===== src/rtl/lcd_raster_timer.sv =====
module lcd_raster_timer #(
  parameter int HCNT_W = 12,
  parameter int VCNT_W = 11,
  parameter int X_W    = 10,
  parameter int Y_W    = 10
) (
  input  logic              clk,
  input  logic              rst_n,
  input  logic              pix_ce,
  input  logic [31:0]       horiz_word,
  input  logic [31:0]       vert_word,
  input  logic [31:0]       pol_word,
  input  logic [31:0]       ctrl_word,
  output logic              hsync,
  output logic              vsync,
  output logic              active,
  output logic [X_W-1:0]    x_pos,
  output logic [Y_W-1:0]    y_pos,
  output logic              frame_start
);

  localparam logic [HCNT_W-1:0] H1  = HCNT_W'(1);
  localparam logic [HCNT_W-1:0] H16 = HCNT_W'(16);
  localparam logic [VCNT_W-1:0] V1  = VCNT_W'(1);

  logic en, inv_h, inv_v;
  assign en    = ctrl_word[0];
  assign inv_h = pol_word[12];
  assign inv_v = pol_word[11];

  logic unused_cfg;
  assign unused_cfg = ^{ctrl_word[31:1], pol_word[31:13], pol_word[10:0], horiz_word[1:0]};

  logic [HCNT_W-1:0] hsw, hbp, hfp, hppl, ha0, ha1, htot;
  assign hsw  = HCNT_W'(horiz_word[15:8])  + H1;
  assign hfp  = HCNT_W'(horiz_word[23:16]) + H1;
  assign hbp  = HCNT_W'(horiz_word[31:24]) + H1;
  assign hppl = HCNT_W'({horiz_word[7:2], 4'b0000}) + H16;
  assign ha0  = hsw + hbp;
  assign ha1  = ha0 + hppl;
  assign htot = ha1 + hfp;

  logic [VCNT_W-1:0] vsw, vbp, vfp, vlpp, va0, va1, vtot;
  assign vsw  = VCNT_W'(vert_word[15:10]) + V1;
  assign vfp  = VCNT_W'(vert_word[23:16]);
  assign vbp  = VCNT_W'(vert_word[31:24]);
  assign vlpp = VCNT_W'(vert_word[9:0]) + V1;
  assign va0  = vsw + vbp;
  assign va1  = va0 + vlpp;
  assign vtot = va1 + vfp;

  logic [HCNT_W-1:0] hcnt;
  logic [VCNT_W-1:0] vcnt;
  logic hlast, vlast;
  assign hlast = (hcnt == htot - H1);
  assign vlast = (vcnt == vtot - V1);

  always_ff @(posedge clk or negedge rst_n) begin
    if (!rst_n) begin
      hcnt <= '0;
      vcnt <= '0;
    end else if (!en) begin
      hcnt <= '0;
      vcnt <= '0;
    end else if (pix_ce) begin
      if (hlast) begin
        hcnt <= '0;
        vcnt <= vlast ? '0 : vcnt + V1;
      end else begin
        hcnt <= hcnt + H1;
      end
    end
  end

  logic h_vis, v_vis, hs_on, vs_on;
  assign h_vis = (hcnt >= ha0) && (hcnt < ha1);
  assign v_vis = (vcnt >= va0) && (vcnt < va1);
  assign hs_on = en && (hcnt < hsw);
  assign vs_on = en && (vcnt < vsw);

  assign hsync       = hs_on ^ inv_h;
  assign vsync       = vs_on ^ inv_v;
  assign active      = en && h_vis && v_vis;
  assign x_pos       = active ? X_W'(hcnt - ha0) : '0;
  assign y_pos       = active ? Y_W'(vcnt - va0) : '0;
  assign frame_start = pix_ce && active && (hcnt == ha0) && (vcnt == va0);

  p_idle_clear_r6: assert property (@(posedge clk) disable iff (!rst_n)
    !en |=> (hcnt == '0 && vcnt == '0));

  p_hold_r7: assert property (@(posedge clk) disable iff (!rst_n)
    (en && !pix_ce) |=> ($stable(hcnt) && $stable(vcnt)));

  p_fs_single_r8: assert property (@(posedge clk) disable iff (!rst_n)
    frame_start |=> !frame_start);

  p_line_wrap_r2: assert property (@(posedge clk) disable iff (!rst_n)
    (en && pix_ce && hlast) |=> (hcnt == '0));

  p_pos_bound_r4: assert property (@(posedge clk) disable iff (!rst_n)
    active |-> (HCNT_W'(x_pos) < hppl && VCNT_W'(y_pos) < vlpp));

endmodule


===== config.mk =====
export PLATFORM = sky130hd
export DESIGN_NAME = lcd_raster_timer
export DESIGN_NICKNAME = d
export VERILOG_FILES = /design/src/rtl/lcd_raster_timer.sv
export SDC_FILE = /design/constraint.sdc
export NUM_CORES = 1
export LEC_CHECK = 0
export BUFFER_PORTS_ARGS = -buffer_cell sky130_fd_sc_hd__buf_2
export CORE_AREA = 2 2 125 127
export CTS_BUF_LIST = sky130_fd_sc_hd__clkbuf_2
export CTS_CLUSTER_SIZE = 28
export DETAILED_ROUTE_END_ITERATION = 10
export DIE_AREA = 0 0 127 129
export HOLD_SLACK_MARGIN = 0.05
export MAX_ROUTING_LAYER = met4
export PLACE_DENSITY = 0.62
export SYNTH_ARGS = -nofsm -noshare
export SYNTH_HDL_FRONTEND = slang
export SYNTH_SLANG_ARGS = --single-unit

===== constraint.sdc =====
create_clock -name clk -period 10.3 [get_ports clk]
set_input_delay 1.545 -clock clk [delete_from_list [all_inputs] [get_ports clk]]
set_output_delay 1.545 -clock clk [all_outputs]
set_load 0.01 [all_outputs]

## Word-level counts from Yosys, hierarchy flattened

Index checks and enable logic that the tools add are counted.

- Equal/unequal tests: 6
- Reductions and logical operators: 10
- Mux-type cells: 9
- Order comparisons: 6
- Add/sub/neg operators: 18
- Bitwise operators: 2

Operators with widths:

| operator | count |
|---|---|
| $mux W11 | 4 |
| $mux W12 | 3 |
| $add A8 B1 Y9 const B | 3 |
| $mux W10 | 2 |
| $add A10 B11 Y12 | 1 |
| $add A12 B1 Y12 const B | 1 |
| $add A12 B9 Y12 | 1 |
| $eq A12 B10 Y1 | 1 |
| $eq A12 B12 Y1 | 1 |
| $ge A12 B10 Y1 | 1 |
| $lt A12 B12 Y1 | 1 |
| $lt A12 B9 Y1 | 1 |
| $sub A12 B1 Y12 const B | 1 |
| $add A10 B1 Y11 const B | 1 |
| $add A10 B5 Y11 const B | 1 |
| $add A11 B1 Y11 const B | 1 |
| $add A11 B8 Y11 | 1 |
| $add A9 B11 Y11 | 1 |
| $eq A11 B11 Y1 | 1 |
| $eq A11 B9 Y1 | 1 |
| $ge A11 B9 Y1 | 1 |
| $lt A11 B11 Y1 | 1 |
| $lt A11 B7 Y1 | 1 |
| $sub A11 B1 Y11 const B | 1 |
| 10 further kinds | 19 |

- Input bits: 131
- Logic and storage cells: 53
- Output and inout port bits: 24
- Bits in registers: 23

## Logic depth before layout (Yosys ltp)

Gate-level depths: netlist (run 1).

- Depth after elaboration: 10
- Depth in mapped cells: 25
- Depth with buffers taken out: 24

## Least setup slack after synthesis (run 1)

Ideal clock, no wire load.

- Path type: input-to-output
- From: input port horiz_word[8]
- To: output port x_pos[2]
- Stages on the path: 23
- Arrival: 6.007 ns
- Buffers on the path: 1
- Path slack: 2.748 ns
- Data required time: 8.755 ns
- Cells stage by stage: ha_1 ha_1 a21o_1 a21o_1 a21o_1 a21o_1 a21oi_1 o21ai_0 and2_1 nor2_1 ha_1 ha_1 a21o_1 a21oi_1 a2bb2oi_1 ha_1 nand2_1 o21ai_0 a21oi_1 o311ai_0 or2_2 clkbuf_1 nor3_1

- Cells in the longest elaborated chain, start to end: 8
- Elaborated cells between the ends (all ways): 10
- Those cells by class: add/sub: 4; order compare: 2; mux: 1; reduce/logical: 3

RTL lines:

| item | RTL line | RTL |
|---|---|---|
| start: declaration | 10 | `input logic [31:0] horiz_word,` |
| $add A8 B1 Y9 * | 35 | `assign hsw = HCNT_W'(horiz_word[15:8]) + H1;` |
| $add A9 B9 Y10 * | 39 | `assign ha0 = hsw + hbp;` |
| $add A10 B11 Y12 | 40 | `assign ha1 = ha0 + hppl;` |
| $lt A12 B12 Y1 | 76 | `assign h_vis = (hcnt >= ha0) && (hcnt < ha1);` |
| $logic_and A1 B1 Y1 | 76 |  |
| $logic_and A1 B1 Y1 (2 in series) | 83 | `assign active = en && h_vis && v_vis;` |
| $mux W10 * | 84 | `assign x_pos = active ? X_W'(hcnt - ha0) : '0;` |
| end: declaration | 17 | `output logic [X_W-1:0] x_pos,` |

Every way passes the cells marked *; elsewhere a longest branch is shown, timed or not.

## Final worst setup path (run 1)

Same ends and word-level chain as after synthesis.

==> parameters.txt, run 1 <==
Parameter                              Value

Outcome
  Status ... complete, no violations

Routing
  Number of detailed-routing iterations run before antenna repair ... 4
  Post-Route WL ... 14.33 mm
  Number of DRC violations after detailed routing ... 0
  Post-route ant nets ... 0
  Vias ... 5428
  Detailed-route wire length per cell ... 13.93 um
  Number of violations reported at the end of detailed-routing iteration 0 ... 320
  Via density per instance ... 5.275

Global routing
  Pin count of the biggest net entering global routing ... 24
  Initial antenna violation count ... 0
  Vias in the first global route ... 5005
  Wire length of the first global-routing pass ... approximately 24 mm
  GRT overflow ... 0
  GR Util All Layers ... between 10% and 20%

CTS
  Clock tree from TritonCTS ... yes
  Max clock buf depth ... 2
  Root Buffer Master ... clkbuf_2
  CTS H-Tree Depth ... 1
  Num Clock Sinks ... 23
  Cts repair resizes ... 0
  Clock latency on the worst-skew pair ... 350 ps
  Post-CTS Setup Bufs ... 0
  TritonCTS buffer count ... 3
  Cts hold-fix bufs ... 0
  CTS clk-pin slew, worst paths ... between 200 and 300 ps

Power
  Int Pwr ... 0.4484 mW
  Portion of total power attributed to sequential cells ... 10.1%
  Worst-case vdd ir drop ... 69.56 uV
  Switching share of total power ... slightly above 50%
  Net Sw Power ... 0.4753 mW
  Logic pwr share ... 85.7%
  Power density over cell area ... 141.3 mW/mm^2
  Proportion of power drawn by the clock network ... 4.2%
  Leak ... 3.432 nW

STA
  Number of setup violations in the final report ... 0
  Period utilisation layout ... between 70% and 80%
  Number of endpoints with negative hold slack in the final report ... 0
  Worst slew pin tran ... around 1100 ps
  Worst slew margin ... 23.45%
  TNS Setup ... 0 ps
  Highest clock rate ... 0.1224 GHz
  Final slew viol count ... 0
  Clk_skew ... about 9 ps
  Time the worst path needs with I/O delays and setup ... roughly 8000 ps
  Post-route worst setup slack ... 2128 ps
  Worst hold slack ... 637.3 ps
  RSZ-0062 raised after global routing ... no

Place
  Worst-case setup slack after placement ... 2104 ps
  Post-detailed-placement cell area ... 0.006518 mm^2
  Placer Congestion ... 0.8923
  Number of input and output port buffers inserted ... 91
  Final HPWL from detailed placement ... 12.07 mm
  Total placed cells including tap cells ... 1025

Synth
  Yosys reg bits ... 23
  Cells after synthesis ... 764
  Number of different library cells in the post-synthesis netlist ... slightly below 70
  Synthesized area ... 0.005927 mm^2
  Post-synth EDFFs ... 0
  Number of warnings issued by yosys ... 0
  Synthesized net count ... 1013
  Fraction of registers with async set or reset after synthesis ... 100.0%
  Average cell area after synthesis ... 7.758 um^2
  Sequential element share of the synthesized area ... about a tenth
  Synth Flop Type ... dfrtp_1

Setup path
  Critical setup path kind ... in -> out
  Max stage delay on crit path ... 590 ps
  Startpoint class of the critical path ... input port
  Cell seen most often among critical-path stages ... ha_1
  CP endpoint kind ... output port
  Cell chain of the critical path ... buf_2 > ha_1 > xor2_1 > ha_1 > a21o_1 > a21o_1 > a21o_1 > a21oi_1 > o21ai_0 > and2_1 > o21a_1 > ha_1 > ha_1 > nand2_1 > a2bb2oi_1 > ha_1 > nor3b_1 > o21ai_0 > a21oi_1 > o311ai_0 > or2_2 > nor3_1 > buf_2
  Cell with the largest stage delay on the worst path ... ha_1
  Crit path DAT ... 6630 ps
  Required time worst endpoint ... 8760 ps
  CP Max Fanout ... 21

Run
  Maximum Capacitance Violations ... 0

Final layout
  Layout cells sized above 1 ... 13.56%
  Filler cell count in the final layout ... around 1600
  Post-layout instance area ... 0.006538 mm^2
  Filler-free cell count of the finished design ... 1029
  Final nets ... 1091
  Area delta synth->final ... 10.30%
  Diodes inserted ... 0
  Multi-input gate area ... 0.004925 mm^2
  Sequential Area ... 575.6 um^2

Worst hold path
  Path type of the worst min-delay path ... reg -> reg

Floorplanning
  Die X ... 127 um
  Number of core rows ... 45
  Die area ... 0.01638 mm^2
  I/O pin count ... 155
  Core region area ... between 0.01 and 0.015 mm^2
  Starting density of the core ... 39.57%
  Die extent in y ... between 100 and 150 um
layout by cell type (no fill, tap or decap), drive strengths merged, types with 7 or more instances in the layout:
master / synthesis / routed
nand2: 29 / 29
inv: 87 / 87
nand2b: 9 / 9
a21o: 29 / 29
nand3: 22 / 22
xor2: 29 / 29
a22o: 8 / 8
dfrtp: 23 / 23
and3: 18 / 18
xnor2: 54 / 54
ha: 110 / 110
a21oi: 48 / 48
o21bai: 7 / 7
nor2: 58 / 58
o21ai: 41 / 41
fa: 8 / 8
buf: 6 / 91
o21a: 14 / 14
nor3: 20 / 20
nand4: 10 / 10
a211oi: 7 / 7
or3: 10 / 10
nor2b: 17 / 17
and2b: 7 / 7
o211ai: 8 / 8
power by group through the flow:
stage	Combinational, mW	Clock (mW)	Sequential [mW]
after detailed placement	0.788	0	0.0944
after floorplan	0.650	0	0.0936
after CTS	0.793	0.0399	0.0929
after global placement	0.789	0	0.0944
final	0.792	0.0391	0.0929
after global routing	0.901	0.0446	0.0931
cell families after synthesis:
family                     after synthesis  synth area share (%)
muxes                                    5                0.8445
and+or+nand+nor                        231                 20.98
AOI/OAI and AO/OA                      199                 22.76
buffers and inverters                  105                 7.199
adders and majority gates              118                 25.92
DFF                                     23                 9.711
xor gates and xnor gates                83                 12.58
worst max-delay path, delay by kind of cell:
kind	cells	cell delay, ps
buf+inv	2	310
compound gates	10	1580
fa+ha+maj	5	1630
simple gates	5	1290
xor+xnor	1	230
Yosys cell counts (11+ instances only):
cell type  number  share of area [%]
nor2_1         57                3.6
xor2_1         29                4.3
nand2_1        28                1.8
nor2b_1        17                1.8
clkbuf_1       11               0.70
dfrtp_1        23                9.7
o21a_1         14                1.8
inv_1          87                5.5
nor3_1         19                1.6
ha_1          110                 23
o21ai_0        38                3.2
a21o_1         29                3.7
a21oi_1        48                4.1
and3_1         18                1.9
nand3_1        22                1.9
xnor2_1        53                7.8
registers in the layout, summed over array words and instances (netlist names):
signal / cells
hcnt: 12
vcnt: 11
path summary, 6_finish.rpt:
kind | depth (start not counted) | from | to | slack, ps
worst max-delay path | 23 | horiz_word[8] | x_pos[2] | 2130
worst min-delay path | 1 | vcnt[9]$_DFFE_PN0P_ | vcnt[9]$_DFFE_PN0P_ | 640
worst max register to register | 8 | hcnt[10]$_DFFE_PN0P_ | vcnt[5]$_DFFE_PN0P_ | 6640
worst min register to register | 1 | vcnt[9]$_DFFE_PN0P_ | vcnt[9]$_DFFE_PN0P_ | 640
max in group asynchronous | 1 | rst_n | hcnt[10]$_DFFE_PN0P_ | 8810
min in group asynchronous | 1 | rst_n | hcnt[11]$_DFFE_PN0P_ | 1140
layer usage:
| metal | share of wire [%] | GRT usage, % | vias to the layer above |
|---|---|---|---|
| li1 | - | - | 2884 |
| met1 | 51 | 24.25 | 2444 |
| met2 | 45 | 30.55 | 88 |
| met3 | 2.8 | 1.538 | 12 |
| met4 | 1.0 | 2.133 | 0 |
| met5 | 0 | - | - |
stage by stage:
stage          utilization, %  power [mW]
2_1_floorplan               -      0.7438
3_3_place_gp            43.52      0.8835
3_5_place_dp            43.52      0.8828
4_1_cts                 43.65      0.9256
5_1_grt                 43.65       1.038
6_report                43.65      0.9237
area by class of cell:
type | instances | area share, %
timing repair buffer | 91 | 6.967
clock buffer | 3 | 0.2297
multi-input combinational | 636 | 75.33
sequential | 23 | 8.804
clock inverter | 1 | 0.07656
tap | 188 | 3.598
inverter | 87 | 4.995
Power figures use the tool's default switching activity.
==> inputs of run 2 (changes only) <==
--- a/config.mk
+++ b/config.mk
@@ -13,7 +13,7 @@
 export DIE_AREA = 0 0 127 129
 export HOLD_SLACK_MARGIN = 0.05
 export MAX_ROUTING_LAYER = met4
-export PLACE_DENSITY = 0.62
+export PLACE_DENSITY = 0.64
 export SYNTH_ARGS = -nofsm -noshare
 export SYNTH_HDL_FRONTEND = slang
 export SYNTH_SLANG_ARGS = --single-unit
==> constraint.sdc (replaced) <==
create_clock -name clk -period 6.6 [get_ports clk]
set_input_delay 0.99 -clock clk [delete_from_list [all_inputs] [get_ports clk]]
set_output_delay 0.99 -clock clk [all_outputs]
set_load 0.01 [all_outputs]
==> run 2 against run 1 <==
Net effect: count of clock-buffer cells in the layout unchanged; combinational power up 82%; non-clock buffer count up 64; cell count up 6.5%; first-iteration DRC count up 0.31%; sequential cell count unchanged; design area up 9.6%; global-route usage up 1.1 points; register-to-register slack worse by 3100 ps; critical path type unchanged; largest cell class unchanged.
==> parameters.txt, run 2 (same netlist as run 1, synthesis figures left out) <==
Parameter                              Value

Routing
  Post-Route WL ... 15.22 mm (was 14.33 mm)
  Number of DRC violations after detailed routing ... 0 (unchanged)
  Number of detailed-routing iterations run before antenna repair ... 5 (was 4)
  Vias ... 5781 (was 5428)
  Number of violations reported at the end of detailed-routing iteration 0 ... 321 (was 320)
  Via density per instance ... 5.275 (about the same)
  Detailed-route wire length per cell ... 13.89 um (was 13.93 um)
  Post-route ant nets ... 0 (unchanged)

Global routing
  GRT overflow ... 0 (unchanged)
  GR Util All Layers ... 19.09% (was 18.02%)
  Pin count of the biggest net entering global routing ... 24 (unchanged)
  Vias in the first global route ... 5356 (was 5005)
  Wire length of the first global-routing pass ... 25.38 mm (was 23.96 mm)
  Initial antenna violation count ... 1 (was 0)

Setup path
  Critical path startpoint ... horiz_word[8] (unchanged)
  Cell chain of the critical path ... buf_2 > ha_4 > ha_1 > a21o_1 > a21o_1 > a21o_1 > a21o_1 > xor2_1 > ha_1 > ha_1 > fa_1 > a21o_1 > a21oi_2 > a2bb2oi_2 > ha_1 > nand2_1 > o21ai_1 > a21oi_2 > o311ai_4 > or2_4 > nor3_4 > buf_2 (was buf_2 > ha_1 > xor2_1 > ha_1 > a21o_1 > a21o_1 > a21o_1 > a21oi_1 > o21ai_0 > and2_1 > o21a_1 > ha_1 > ha_1 > nand2_1 > a2bb2oi_1 > ha_1 > nor3b_1 > o21ai_0 > a21oi_1 > o311ai_0 > or2_2 > nor3_1 > buf_2)
  Cell with the largest stage delay on the worst path ... fa_1 (was ha_1)
  Cell seen most often among critical-path stages ... a21o_1 (was ha_1)
  Required time worst endpoint ... 5610 ps (was 8760 ps)
  CP endpoint kind ... output port (unchanged)
  Family with the most delay on the worst path ... adder cells (unchanged)
  Startpoint class of the critical path ... input port (unchanged)
  Max stage delay on crit path ... 400 ps (was 590 ps)
  Buffers plus inverters on the worst setup path ... 2 (unchanged)
  Critical setup path kind ... in -> out (unchanged)
  Reg-to-Reg Start ... hcnt[10]$_DFFE_PN0P_ (unchanged)
  Crit path DAT ... 5440 ps (was 6630 ps)
  CP Max Fanout ... 6 (was 21)

Floorplanning
  Starting density of the core ... 39.57% (unchanged)
  Number of core rows ... 45 (unchanged)
  Core region area ... 0.01498 mm^2 (unchanged)
  Die X ... 127 um (unchanged)
  I/O pin count ... 155 (unchanged)
  Die extent in y ... 129 um (unchanged)
  Die area ... 0.01638 mm^2 (unchanged)

CTS
  Num Clock Sinks ... 23 (unchanged)
  Clock tree from TritonCTS ... yes (unchanged)
  Cts hold-fix bufs ... 0 (unchanged)
  CTS clk-pin slew, worst paths ... 250 ps (about the same)
  Root Buffer Master ... clkbuf_2 (unchanged)
  TritonCTS buffer count ... 3 (unchanged)
  Max clock buf depth ... 2 (unchanged)
  CTS H-Tree Depth ... 1 (unchanged)
  Clock latency on the worst-skew pair ... 350 ps (about the same)

STA
  Worst hold slack ... 581.0 ps (was 637.3 ps)
  Worst slew margin ... 54.09% (was 23.45%)
  TNS Setup ... 0 ps (unchanged)
  Number of endpoints with negative hold slack in the final report ... 0 (unchanged)
  Period utilisation layout ... 97.46%
  Worst slew pin tran ... 682.3 ps (was 1141 ps)
  Number of setup violations in the final report ... 0 (unchanged)
  Time the worst path needs with I/O delays and setup ... 6432 ps
  Clk_skew ... 15.81 ps (was 8.963 ps)
  Highest clock rate ... 0.1555 GHz
  Final slew viol count ... 0 (unchanged)

Power
  Power density over cell area ... 229.0 mW/mm^2 (was 141.3 mW/mm^2)
  Leak ... 3.767 nW (was 3.432 nW)
  Total chip power ... 1.641 mW (was 0.9237 mW)
  Worst-case vdd ir drop ... 153.6 uV (was 69.56 uV)

Place
  Total placed cells including tap cells ... 1083 (was 1025)
  Final HPWL from detailed placement ... 12.45 mm (was 12.07 mm)
  Placer Congestion ... 0.9012 (was 0.8923)
  Number of input and output port buffers inserted ... 91 (unchanged)

Run
  Maximum Capacitance Violations ... 0 (unchanged)

Final layout
  Top flop regs ... hcnt (12), vcnt (11) (unchanged)
  Filler-free cell count of the finished design ... 1096 (was 1029)
  Multi-input gate area ... 0.005071 mm^2 (was 0.004925 mm^2)
  Layout cells sized above 1 ... 22.27% (was 13.56%)
  Commonest non-fill, non-tap cell in the layout ... ha_1 (unchanged)
  Max FFs per register ... 12 (unchanged)
  Final nets ... 1157 (was 1091)
  Area delta synth->final ... 20.92% (was 10.30%)
  Filler cell count in the final layout ... 1513 (was 1578)
  Sequential Area ... 575.6 um^2 (unchanged)
  Register bank with the most flops ... hcnt (unchanged)
  Most used cells in the layout excluding fill and tap cells ... 108 x ha_1, 91 x buf_2, 87 x inv_1 (was 110 x ha_1, 91 x buf_2, 87 x inv_1)

Outcome
  Status ... complete, no violations (unchanged)

Worst hold path
  Path type of the worst min-delay path ... in -> async (was reg -> reg)
==> run 2: changes by cell type in the layout (fill, tap and decap cells not counted), moves of 2 or more <==
| cell | delta |
|---|---|
| a21oi_1 | -11 |
| a21oi_2 | +11 |
| buf_4 | +64 |
| ha_1 | -2 |
| nor3_1 | -3 |
| nor3_2 | +2 |
| o21ai_0 | -3 |
| o21ai_1 | +3 |
| or2_4 | +3 |
| xor2_1 | -2 |
| xor2_2 | +2 |
==> run 2: power breakdown <==
part	switching [mW]	leakage (nW)	internal [mW]	total, mW
registers	0.00254	0.320	0.142	0.145
clock network	0.0469	0.0164	0.0137	0.0607
logic	0.742	3.43	0.693	1.44
==> run 2: final cells by class <==
type	count	share of cell area [%]
multi-input cells	638	70.76
clock buffers	3	0.2095
flip-flops and latches	23	8.031
diodes	1	0.03492
repair buffers	155	13.06
well taps	188	3.282
inverters	87	4.557
clock inverters	1	0.06983
==> run 2: routing by layer <==
| metal | GRT usage, % | up-vias | part of all wire [%] |
|---|---|---|---|
| met5 | - | - | 0 |
| met4 | 2.262 | 0 | 1.0 |
| met3 | 2.037 | 14 | 4.1 |
| met2 | 31.47 | 137 | 46 |
| met1 | 26.15 | 2621 | 49 |
| li1 | - | 3009 | - |
==> run 2: metrics by stage <==
| stage | utilization (%) | instance area, um^2 | worst slack [ps] |
|---|---|---|---|
| 6_report | 47.85 | 7167 | 167.6 |
| 5_1_grt | 47.85 | 7167 | -72.25 |
| 4_1_cts | 46.91 | 7025 | 18.60 |
| 3_5_place_dp | 46.42 | 6953 | -282.5 |
| 3_3_place_gp | 46.42 | 6953 | -217.8 |
| 2_1_floorplan | - | 5927 | 158.0 |
==> run 2: worst paths after layout <==
check / end / slack [ps] / cells past startpoint
setup / recovery: y_pos[3] / 170 / 22
hold / removal: hcnt[11]$_DFFE_PN0P_ / 580 / 1
setup reg to reg: vcnt[3]$_DFFE_PN0P_ / 3550 / 9
hold reg to reg: vcnt[9]$_DFFE_PN0P_ / 660 / 1
max in group asynchronous: hcnt[10]$_DFFE_PN0P_ / 5650 / 1
min in group clk: vcnt[9]$_DFFE_PN0P_ / 660 / 1
==> run 2: what timing repair did <==
action | in CTS | in global routing
buffers inserted | 1 | 5
endpoints found under the setup margin | 21 | 33
hold endpoints to repair | 0 | 0
resized for setup | 8 | 23
gates cloned | 2 | 0
pin swaps | 2 | 10
